`config.mk`:
```
export PLATFORM = sky130hd
export DESIGN_NAME = pwm_break_stage
export DESIGN_NICKNAME = d
export VERILOG_FILES = /design/src/rtl/pwm_brk_pkg.sv /design/src/rtl/pwm_timebase.sv /design/src/rtl/pwm_channel.sv /design/src/rtl/pwm_break_filter.sv /design/src/rtl/pwm_break_stage.sv
export SDC_FILE = /design/constraint.sdc
export NUM_CORES = 1
export LEC_CHECK = 0
export CAP_MARGIN = 10
export CORE_UTILIZATION = 52
export CTS_BUF_LIST = sky130_fd_sc_hd__clkbuf_16
export DETAILED_ROUTE_END_ITERATION = 12
export PLACE_DENSITY = 0.67
export SYNTH_ARGS = -nofsm -noshare
export SYNTH_HDL_FRONTEND = slang
export SYNTH_SLANG_ARGS = --single-unit
```
`constraint.sdc`:
```
create_clock -name clk -period 7.8 [get_ports clk]
set_clock_uncertainty 0.2 [all_clocks]
set_input_delay 1.56 -clock clk [delete_from_list [all_inputs] [get_ports clk]]
set_output_delay 1.56 -clock clk [all_outputs]
set_load 0.05 [all_outputs]
```
`src/rtl/pwm_brk_pkg.sv`:
```
`timescale 1ns/1ps
package pwm_brk_pkg;

    localparam logic [3:0] A_CTRL   = 4'd0;
    localparam logic [3:0] A_PSC    = 4'd1;
    localparam logic [3:0] A_RELOAD = 4'd2;
    localparam logic [3:0] A_UPDATE = 4'd3;
    localparam logic [3:0] A_CHCFG  = 4'd4;
    localparam logic [3:0] A_MOE    = 4'd5;
    localparam logic [3:0] A_BRKCFG = 4'd6;
    localparam logic [3:0] A_CMP0   = 4'd8;

    typedef enum logic {
        TB_STOP,
        TB_RUN
    } tb_state_e;

    typedef enum logic [1:0] {
        FLT_IDLE,
        FLT_QUAL,
        FLT_TRIP
    } flt_state_e;

    // per-channel field: bit0 main enable, bit1 main polarity,
    // bit2 complementary enable, bit3 complementary polarity
    typedef struct packed {
        logic cpol;
        logic cen;
        logic pol;
        logic en;
    } ch_cfg_t;

    // per-break field: bit0 enable, bit1 active level, bits5..2 filter code
    typedef struct packed {
        logic [3:0] code;
        logic       level;
        logic       en;
    } brk_cfg_t;

endpackage

```
`src/rtl/pwm_timebase.sv`:
```
`timescale 1ns/1ps
module pwm_timebase
    import pwm_brk_pkg::*;
#(
    parameter int CW = 16
) (
    input  logic          clk,
    input  logic          rst_n,
    input  logic          run_wr,
    input  logic          run_val,
    input  logic          arpe,
    input  logic          psc_wr,
    input  logic          arr_wr,
    input  logic [CW-1:0] wr_val,
    input  logic          sw_upd,
    output logic [CW-1:0] cnt,
    output logic          upd
);

    tb_state_e     st_q, st_d;
    logic [CW-1:0] psc_pre, psc_act;
    logic [CW-1:0] arr_pre, arr_act;
    logic [CW-1:0] pcnt_q, cnt_q;
    logic          tick, wrap;

    // state register
    always_ff @(posedge clk) begin
        if (!rst_n) st_q <= TB_STOP;
        else        st_q <= st_d;
    end

    // next state
    always_comb begin
        st_d = st_q;
        unique case (st_q)
            TB_STOP: if (run_wr && run_val)  st_d = TB_RUN;
            TB_RUN:  if (run_wr && !run_val) st_d = TB_STOP;
            default: st_d = TB_STOP;
        endcase
    end

    // outputs of the state machine
    always_comb begin
        tick = (st_q == TB_RUN) && (pcnt_q >= psc_act);
        wrap = tick && (cnt_q >= arr_act);
        upd  = sw_upd || wrap;
        cnt  = cnt_q;
    end

    // prescaler and counter
    always_ff @(posedge clk) begin
        if (!rst_n) begin
            pcnt_q <= '0;
            cnt_q  <= '0;
        end else if (sw_upd) begin
            pcnt_q <= '0;
            cnt_q  <= '0;
        end else if (st_q == TB_RUN) begin
            if (tick) begin
                pcnt_q <= '0;
                cnt_q  <= wrap ? '0 : cnt_q + 1'b1;
            end else begin
                pcnt_q <= pcnt_q + 1'b1;
            end
        end
    end

    // preload and active copies
    always_ff @(posedge clk) begin
        if (!rst_n) begin
            psc_pre <= '0;
            psc_act <= '0;
            arr_pre <= '1;
            arr_act <= '1;
        end else begin
            if (psc_wr) psc_pre <= wr_val;
            if (arr_wr) arr_pre <= wr_val;
            if (upd) begin
                psc_act <= psc_pre;
                arr_act <= arr_pre;
            end
            if (arr_wr && !arpe) arr_act <= wr_val;
        end
    end

    assert_hold_when_stopped_R2: assert property (@(posedge clk) disable iff (!rst_n)
        (st_q == TB_STOP && !sw_upd) |=> $stable(cnt_q));

    assert_wrap_to_zero_R2: assert property (@(posedge clk) disable iff (!rst_n)
        (wrap && !sw_upd) |=> (cnt_q == '0));

    assert_sw_update_loads_R4: assert property (@(posedge clk) disable iff (!rst_n)
        (sw_upd && !psc_wr) |=> (psc_act == $past(psc_pre) && pcnt_q == '0));

endmodule

```
`src/rtl/pwm_channel.sv`:
```
`timescale 1ns/1ps
module pwm_channel
    import pwm_brk_pkg::*;
#(
    parameter int CW = 16
) (
    input  logic          clk,
    input  logic          rst_n,
    input  logic          cmp_wr,
    input  logic [CW-1:0] wr_val,
    input  logic          upd,
    input  logic [CW-1:0] cnt,
    input  ch_cfg_t       cfg,
    input  logic          moe,
    output logic          pin_p,
    output logic          pin_n
);

    logic [CW-1:0] cmp_pre, cmp_act;
    logic          ref_act;

    always_ff @(posedge clk) begin
        if (!rst_n) begin
            cmp_pre <= '0;
            cmp_act <= '0;
        end else begin
            if (cmp_wr) cmp_pre <= wr_val;
            if (upd)    cmp_act <= cmp_pre;
        end
    end

    always_comb begin
        ref_act = (cnt < cmp_act);
        pin_p   = (moe && cfg.en)  ? (ref_act ^ cfg.pol)   : cfg.pol;
        pin_n   = (moe && cfg.cen) ? (!ref_act ^ cfg.cpol) : cfg.cpol;
    end

    assert_zero_compare_idle_R6: assert property (@(posedge clk) disable iff (!rst_n)
        (cmp_act == '0) |-> (pin_p == cfg.pol));

    assert_gated_pins_idle_R8: assert property (@(posedge clk) disable iff (!rst_n)
        !moe |-> (pin_p == cfg.pol && pin_n == cfg.cpol));

    assert_pins_complement_R7: assert property (@(posedge clk) disable iff (!rst_n)
        (moe && cfg.en && cfg.cen && cfg.pol == cfg.cpol) |-> (pin_p != pin_n));

endmodule

```
`src/rtl/pwm_break_filter.sv`:
```
`timescale 1ns/1ps
module pwm_break_filter
    import pwm_brk_pkg::*;
#(
    parameter int FW = 4
) (
    input  logic     clk,
    input  logic     rst_n,
    input  logic     pin,
    input  brk_cfg_t cfg,
    output logic     trip
);

    logic         s1_q, s2_q;
    logic         act;
    logic [FW:0]  need;
    logic [FW:0]  seen_q;
    flt_state_e   st_q, st_d;

    // two-stage synchronizer
    always_ff @(posedge clk) begin
        if (!rst_n) begin
            s1_q <= 1'b0;
            s2_q <= 1'b0;
        end else begin
            s1_q <= pin;
            s2_q <= s1_q;
        end
    end

    assign act  = cfg.en && (s2_q == cfg.level);
    assign need = {1'b0, cfg.code} + 1'b1;

    // state register
    always_ff @(posedge clk) begin
        if (!rst_n) st_q <= FLT_IDLE;
        else        st_q <= st_d;
    end

    // next state
    always_comb begin
        st_d = st_q;
        unique case (st_q)
            FLT_IDLE: if (act) st_d = (need == 1) ? FLT_TRIP : FLT_QUAL;
            FLT_QUAL: if (!act) st_d = FLT_IDLE;
                      else if (seen_q + 1'b1 >= need) st_d = FLT_TRIP;
            FLT_TRIP: if (!act) st_d = FLT_IDLE;
            default:  st_d = FLT_IDLE;
        endcase
    end

    // consecutive-sample counter
    always_ff @(posedge clk) begin
        if (!rst_n)                         seen_q <= '0;
        else if (st_q == FLT_IDLE && act)   seen_q <= 1;
        else if (st_q == FLT_QUAL && act)   seen_q <= seen_q + 1'b1;
        else                                seen_q <= '0;
    end

    // outputs
    always_comb begin
        trip = (st_q == FLT_TRIP);
    end

    assert_trip_needs_active_R9: assert property (@(posedge clk) disable iff (!rst_n)
        (st_q == FLT_TRIP) |-> $past(act));

    assert_disabled_never_trips_R9: assert property (@(posedge clk) disable iff (!rst_n)
        !cfg.en |=> (st_q != FLT_TRIP));

endmodule

```
`src/rtl/pwm_break_stage.sv`:
```
`timescale 1ns/1ps
module pwm_break_stage
    import pwm_brk_pkg::*;
#(
    parameter int NCH  = 4,
    parameter int CW   = 16,
    parameter int DW   = 16,
    parameter int NBRK = 2,
    parameter int FW   = 4
) (
    input  logic          clk,
    input  logic          rst_n,
    input  logic          wr_en,
    input  logic [3:0]    wr_addr,
    input  logic [DW-1:0] wr_data,
    input  logic [NBRK-1:0] brk_in,
    output logic [NCH-1:0]  pwm_p,
    output logic [NCH-1:0]  pwm_n,
    output logic          brk_flag
);

    localparam int CFG_W = $bits(ch_cfg_t);
    localparam int BRK_W = $bits(brk_cfg_t);
    localparam int BRK_STRIDE = 8;

    logic            arpe_q;
    logic            moe_q;
    ch_cfg_t         ch_cfg_q  [NCH];
    brk_cfg_t        brk_cfg_q [NBRK];
    logic [NBRK-1:0] trip_v;
    logic            any_trip;
    logic [CW-1:0]   cnt;
    logic            upd;
    logic            run_wr, psc_wr, arr_wr, sw_upd, moe_wr, chcfg_wr, brkcfg_wr;

    always_comb begin
        run_wr    = wr_en && (wr_addr == A_CTRL);
        psc_wr    = wr_en && (wr_addr == A_PSC);
        arr_wr    = wr_en && (wr_addr == A_RELOAD);
        sw_upd    = wr_en && (wr_addr == A_UPDATE) && wr_data[0];
        chcfg_wr  = wr_en && (wr_addr == A_CHCFG);
        moe_wr    = wr_en && (wr_addr == A_MOE);
        brkcfg_wr = wr_en && (wr_addr == A_BRKCFG);
        any_trip  = |trip_v;
        brk_flag  = any_trip;
    end

    always_ff @(posedge clk) begin
        if (!rst_n)      arpe_q <= 1'b0;
        else if (run_wr) arpe_q <= wr_data[1];
    end

    // master output enable: cleared by any qualified break, set only by software
    always_ff @(posedge clk) begin
        if (!rst_n)        moe_q <= 1'b0;
        else if (any_trip) moe_q <= 1'b0;
        else if (moe_wr)   moe_q <= wr_data[0];
    end

    pwm_timebase #(.CW(CW)) u_tb (
        .clk     (clk),
        .rst_n   (rst_n),
        .run_wr  (run_wr),
        .run_val (wr_data[0]),
        .arpe    (arpe_q),
        .psc_wr  (psc_wr),
        .arr_wr  (arr_wr),
        .wr_val  (wr_data[CW-1:0]),
        .sw_upd  (sw_upd),
        .cnt     (cnt),
        .upd     (upd)
    );

    for (genvar g = 0; g < NCH; g++) begin : g_ch
        always_ff @(posedge clk) begin
            if (!rst_n)        ch_cfg_q[g] <= '0;
            else if (chcfg_wr) ch_cfg_q[g] <= ch_cfg_t'(wr_data[CFG_W*g +: CFG_W]);
        end

        pwm_channel #(.CW(CW)) u_ch (
            .clk    (clk),
            .rst_n  (rst_n),
            .cmp_wr (wr_en && (wr_addr == A_CMP0 + 4'(g))),
            .wr_val (wr_data[CW-1:0]),
            .upd    (upd),
            .cnt    (cnt),
            .cfg    (ch_cfg_q[g]),
            .moe    (moe_q),
            .pin_p  (pwm_p[g]),
            .pin_n  (pwm_n[g])
        );
    end

    for (genvar b = 0; b < NBRK; b++) begin : g_brk
        always_ff @(posedge clk) begin
            if (!rst_n)         brk_cfg_q[b] <= '0;
            else if (brkcfg_wr) brk_cfg_q[b] <= brk_cfg_t'(wr_data[BRK_STRIDE*b +: BRK_W]);
        end

        pwm_break_filter #(.FW(FW)) u_flt (
            .clk   (clk),
            .rst_n (rst_n),
            .pin   (brk_in[b]),
            .cfg   (brk_cfg_q[b]),
            .trip  (trip_v[b])
        );
    end

    assert_trip_clears_moe_R10: assert property (@(posedge clk) disable iff (!rst_n)
        any_trip |=> !moe_q);

    assert_moe_set_by_write_R10: assert property (@(posedge clk) disable iff (!rst_n)
        $rose(moe_q) |-> $past(moe_wr && wr_data[0] && !any_trip));

    assert_flag_tracks_trip_R11: assert property (@(posedge clk) disable iff (!rst_n)
        brk_flag |=> !moe_q);

endmodule

```
==> reports/qor.txt <==
peak supply drop -> 184 µV
Vias/cell -> 5.39
Yosys reg bits -> 273
fillers -> 2281
startpoint types -> flip-flop
Synthesized Nets -> 1716
via count -> 10300
Syn Inst Count -> 1581
TritonCTS Buffers -> 30
CP Data Arrival Time -> 3.61 ns
Main synth FF type -> dfxtp_1
initial drt markers -> 715
fraction of registers with async set/reset -> 0%
Pleak -> 5.45 nW
Worst Path Class, Setup -> flip-flop to primary output
warnings from Yosys -> 0
die area -> 25500 µm²
DRC -> 0
Fmax -> 186 MHz
number of routed nets with antenna violations -> 0
# clock sinks -> 273
ANT cells -> 0
first-pass GRT wire length -> 50.9 mm
root buf cell -> clkbuf_16
pwr dens -> 201 nW/µm²
Hold Crit Class -> flip-flop to flip-flop
reg2reg setup slack -> 3.90 ns
fraction of layout cells with a size suffix above 1 -> 3.54%
post_cts resized -> 0
Port-buffer cells -> 33
R2R Path Start -> u_tb.cnt[2]$_SDFFE_PP0P_
initial antenna violation count -> 0
DRT Wirelength -> 31.5 mm
Tmin final -> 5.37 ns
setup bufs post-CTS -> 0
pins over their slew limit -> 0
Seq/Total Area, Yosys -> 44.4%
Setup TNS Final -> 0 ns
Routed wire per std cell -> 16.5 µm
HPWL after DPL -> 20.8 mm
Post-Syn Area -> 12900 µm²
area leader, netlist -> dfxtp_1
Avg Cell Area, Syn -> 8.18 µm²
clk_lat worst skew -> 0.55 ns
Register-to-Register Path Depth -> 8
GPL Wtd Cong -> 0.830
CP max FO -> 9
Initial Util -> 53.0%
# setup viols final -> 0
Distinct cells, synth -> 51
Final Hold Vio Count -> 0
largest net degree at the start of global routing -> 97
vias in the first global route -> 9679
RSZ-0062 raised after global routing -> false
Max Cap Violations -> 0
worst rel slew slack -> 19.0%
Post-synth EDFFs -> 28
total grt overflow -> 0
crit path capture -> pwm_p[1]
Die H -> 160 µm
Critical Path Start -> u_tb.cnt[9]$_SDFFE_PP0P_
Final WS setup -> 2.43 ns
period utilisation layout -> 68.8%
Longest Clk Path Bufs -> 3
Area contributors post-synth -> dfxtp_1 (38%), ha_1 (11%), nand2_1 (11%), a21oi_1 (8.3%), edfxtp_1 (6.5%)
H-tree Lvls -> 1
pre-CTS WS -> 2.97 ns
core area -> 24400 µm²
Post-layout nets -> 1695
Reg2Reg Capture Point -> u_tb.arr_act[1]$_SDFFE_PN1P_
clk slew on worst S/H paths -> 0.06 ns
hold buffer count at CTS -> 0
status -> finished clean
Die W -> 160 µm
Layout area overhead -> 10.0%
Synth top area share -> 37.9%
GRT Overall Usage -> 25.1%
CTS tree -> built
Slew @ Worst Pin -> 1.21 ns
Pre-antenna DRT Iters -> 5
row count -> 57
Crit. End Element -> primary output
Ports -> 34
Critical Path RT -> 6.04 ns
state kept, by name, summed over array words and instances (netlist names), 4 cells and up, named ones only:
| signal | count |
|---|---|
| g_ch.u_ch.cmp_act | 64 |
| g_ch.u_ch.cmp_pre | 64 |
| ch_cfg_q | 16 |
| u_tb.arr_act | 16 |
| u_tb.arr_pre | 16 |
| u_tb.cnt | 16 |
| u_tb.pcnt_q | 16 |
| u_tb.psc_act | 16 |
| u_tb.psc_pre | 16 |
| brk_cfg_q | 12 |
| g_brk.u_flt.seen_q | 10 |
| g_brk.u_flt.st_q | 4 |
cells in the final DEF, fill, tap and decap left out, types with 28 or more instances in the layout:
cell type / count
clkbuf_16: 31
a21oi_1: 215
nand3_1: 56
dfxtp_1: 245
nand2_1: 366
inv_1: 125
nor2_1: 88
ha_1: 110
clkdlybuf4s50_1: 33
edfxtp_1: 28
and2_1: 33
metal layers:
metal,vias to the layer above,share of wire [%],global-route usage [%]
met1,4781,46,33.4
li1,5198,-,-
met5,-,0,0
met3,64,5.4,4.18
met4,0,3.2,8.48
met2,235,46,41.2
metrics by stage:
step	total power (W)	cells	instance area [µm²]	hold WS [ns]	util (%)
4_1_cts	0.00288	1906	14200	0.238	58.2
3_5_place_dp	0.00162	1850	13300	0.222	54.6
2_1_floorplan	0.00157	1581	12900	0.212	-
3_3_place_gp	0.00162	1850	13300	0.215	54.6
6_report	0.00286	1908	14200	0.236	58.3
5_1_grt	0.00296	1908	14200	0.251	58.3
synthesized netlist by cell type (all sizes together) (2+ instances only):
cell type  instances
edfxtp            28
nand3             56
xor2              16
or3                8
a41oi              2
nor3              15
a21oi            215
a221oi             3
nor2              90
dfxtp            245
and3               7
buf               26
a31oi              2
nand4             23
nand2b            15
nand2            366
o21ai             26
o2111ai            5
nor4               4
a21o              16
mux2i             20
o31ai              5
nand3b             2
clkbuf            68
and2              33
a2111oi            2
xnor2             26
inv              117
ha               110
or4                3
o21a               4
nor2b             10
a211o              2
a2bb2oi            2
worst max-delay path, stage by stage (launching register included):
cell             delay, ns
dfxtp_1               0.58
ha_1                  0.32
a21oi_1               0.15
nor2b_1               0.06
o21ai_0               0.16
nand2b_1              0.07
a221oi_1              0.47
o2111ai_1             0.25
xnor2_1               0.19
clkdlybuf4s50_1       0.82
cell families after synthesis:
family                   synth area share [%]
AND/OR/NAND/NOR                          21.4
AO/OA/AOI/OAI                            12.4
flip-flops                               44.4
buffers and inverters                    6.83
adder cells (fa/ha/maj)                  10.6
XOR/XNOR                                 2.84
multiplexers                             1.55
final cells by class:
cell class	instances	area (µm²)	share of cell area [%]
Multi-Input combinational cell	1097	6350	44.6
Sequential cell	273	5750	40.4
Clock buffer	31	776	5.45
Inverter	117	442	3.10
Timing Repair Buffer	41	407	2.86
Tap cell	324	405	2.85
Clock inverter	25	105	0.739
where the power goes:
part | internal (W) | total (W) | switching (W)
clock | 0.000711 | 0.00127 | 0.000558
sequential | 0.00144 | 0.00145 | 0.0000127
combinational | 0.0000439 | 0.000141 | 0.0000975
worst min-delay path by stage:
| stage | from | endpoint | slack, ns | depth (start not counted) |
|---|---|---|---|---|
| floorplan | g_brk[0].u_flt.s1_q$_SDFF_PN0_ | g_brk[0].u_flt.s2_q$_SDFF_PN0_ | 0.21 | 1 |
| finish | g_brk[1].u_flt.s1_q$_SDFF_PN0_ | g_brk[1].u_flt.s2_q$_SDFF_PN0_ | 0.24 | 1 |
| CTS | g_brk[0].u_flt.s1_q$_SDFF_PN0_ | g_brk[0].u_flt.s2_q$_SDFF_PN0_ | 0.24 | 1 |
| global placement | g_brk[0].u_flt.s1_q$_SDFF_PN0_ | g_brk[0].u_flt.s2_q$_SDFF_PN0_ | 0.22 | 1 |
| detailed placement | g_brk[0].u_flt.s1_q$_SDFF_PN0_ | g_brk[0].u_flt.s2_q$_SDFF_PN0_ | 0.22 | 1 |
| global route | g_brk[1].u_flt.s1_q$_SDFF_PN0_ | g_brk[1].u_flt.s2_q$_SDFF_PN0_ | 0.25 | 1 |
Power figures use the tool's default switching activity.
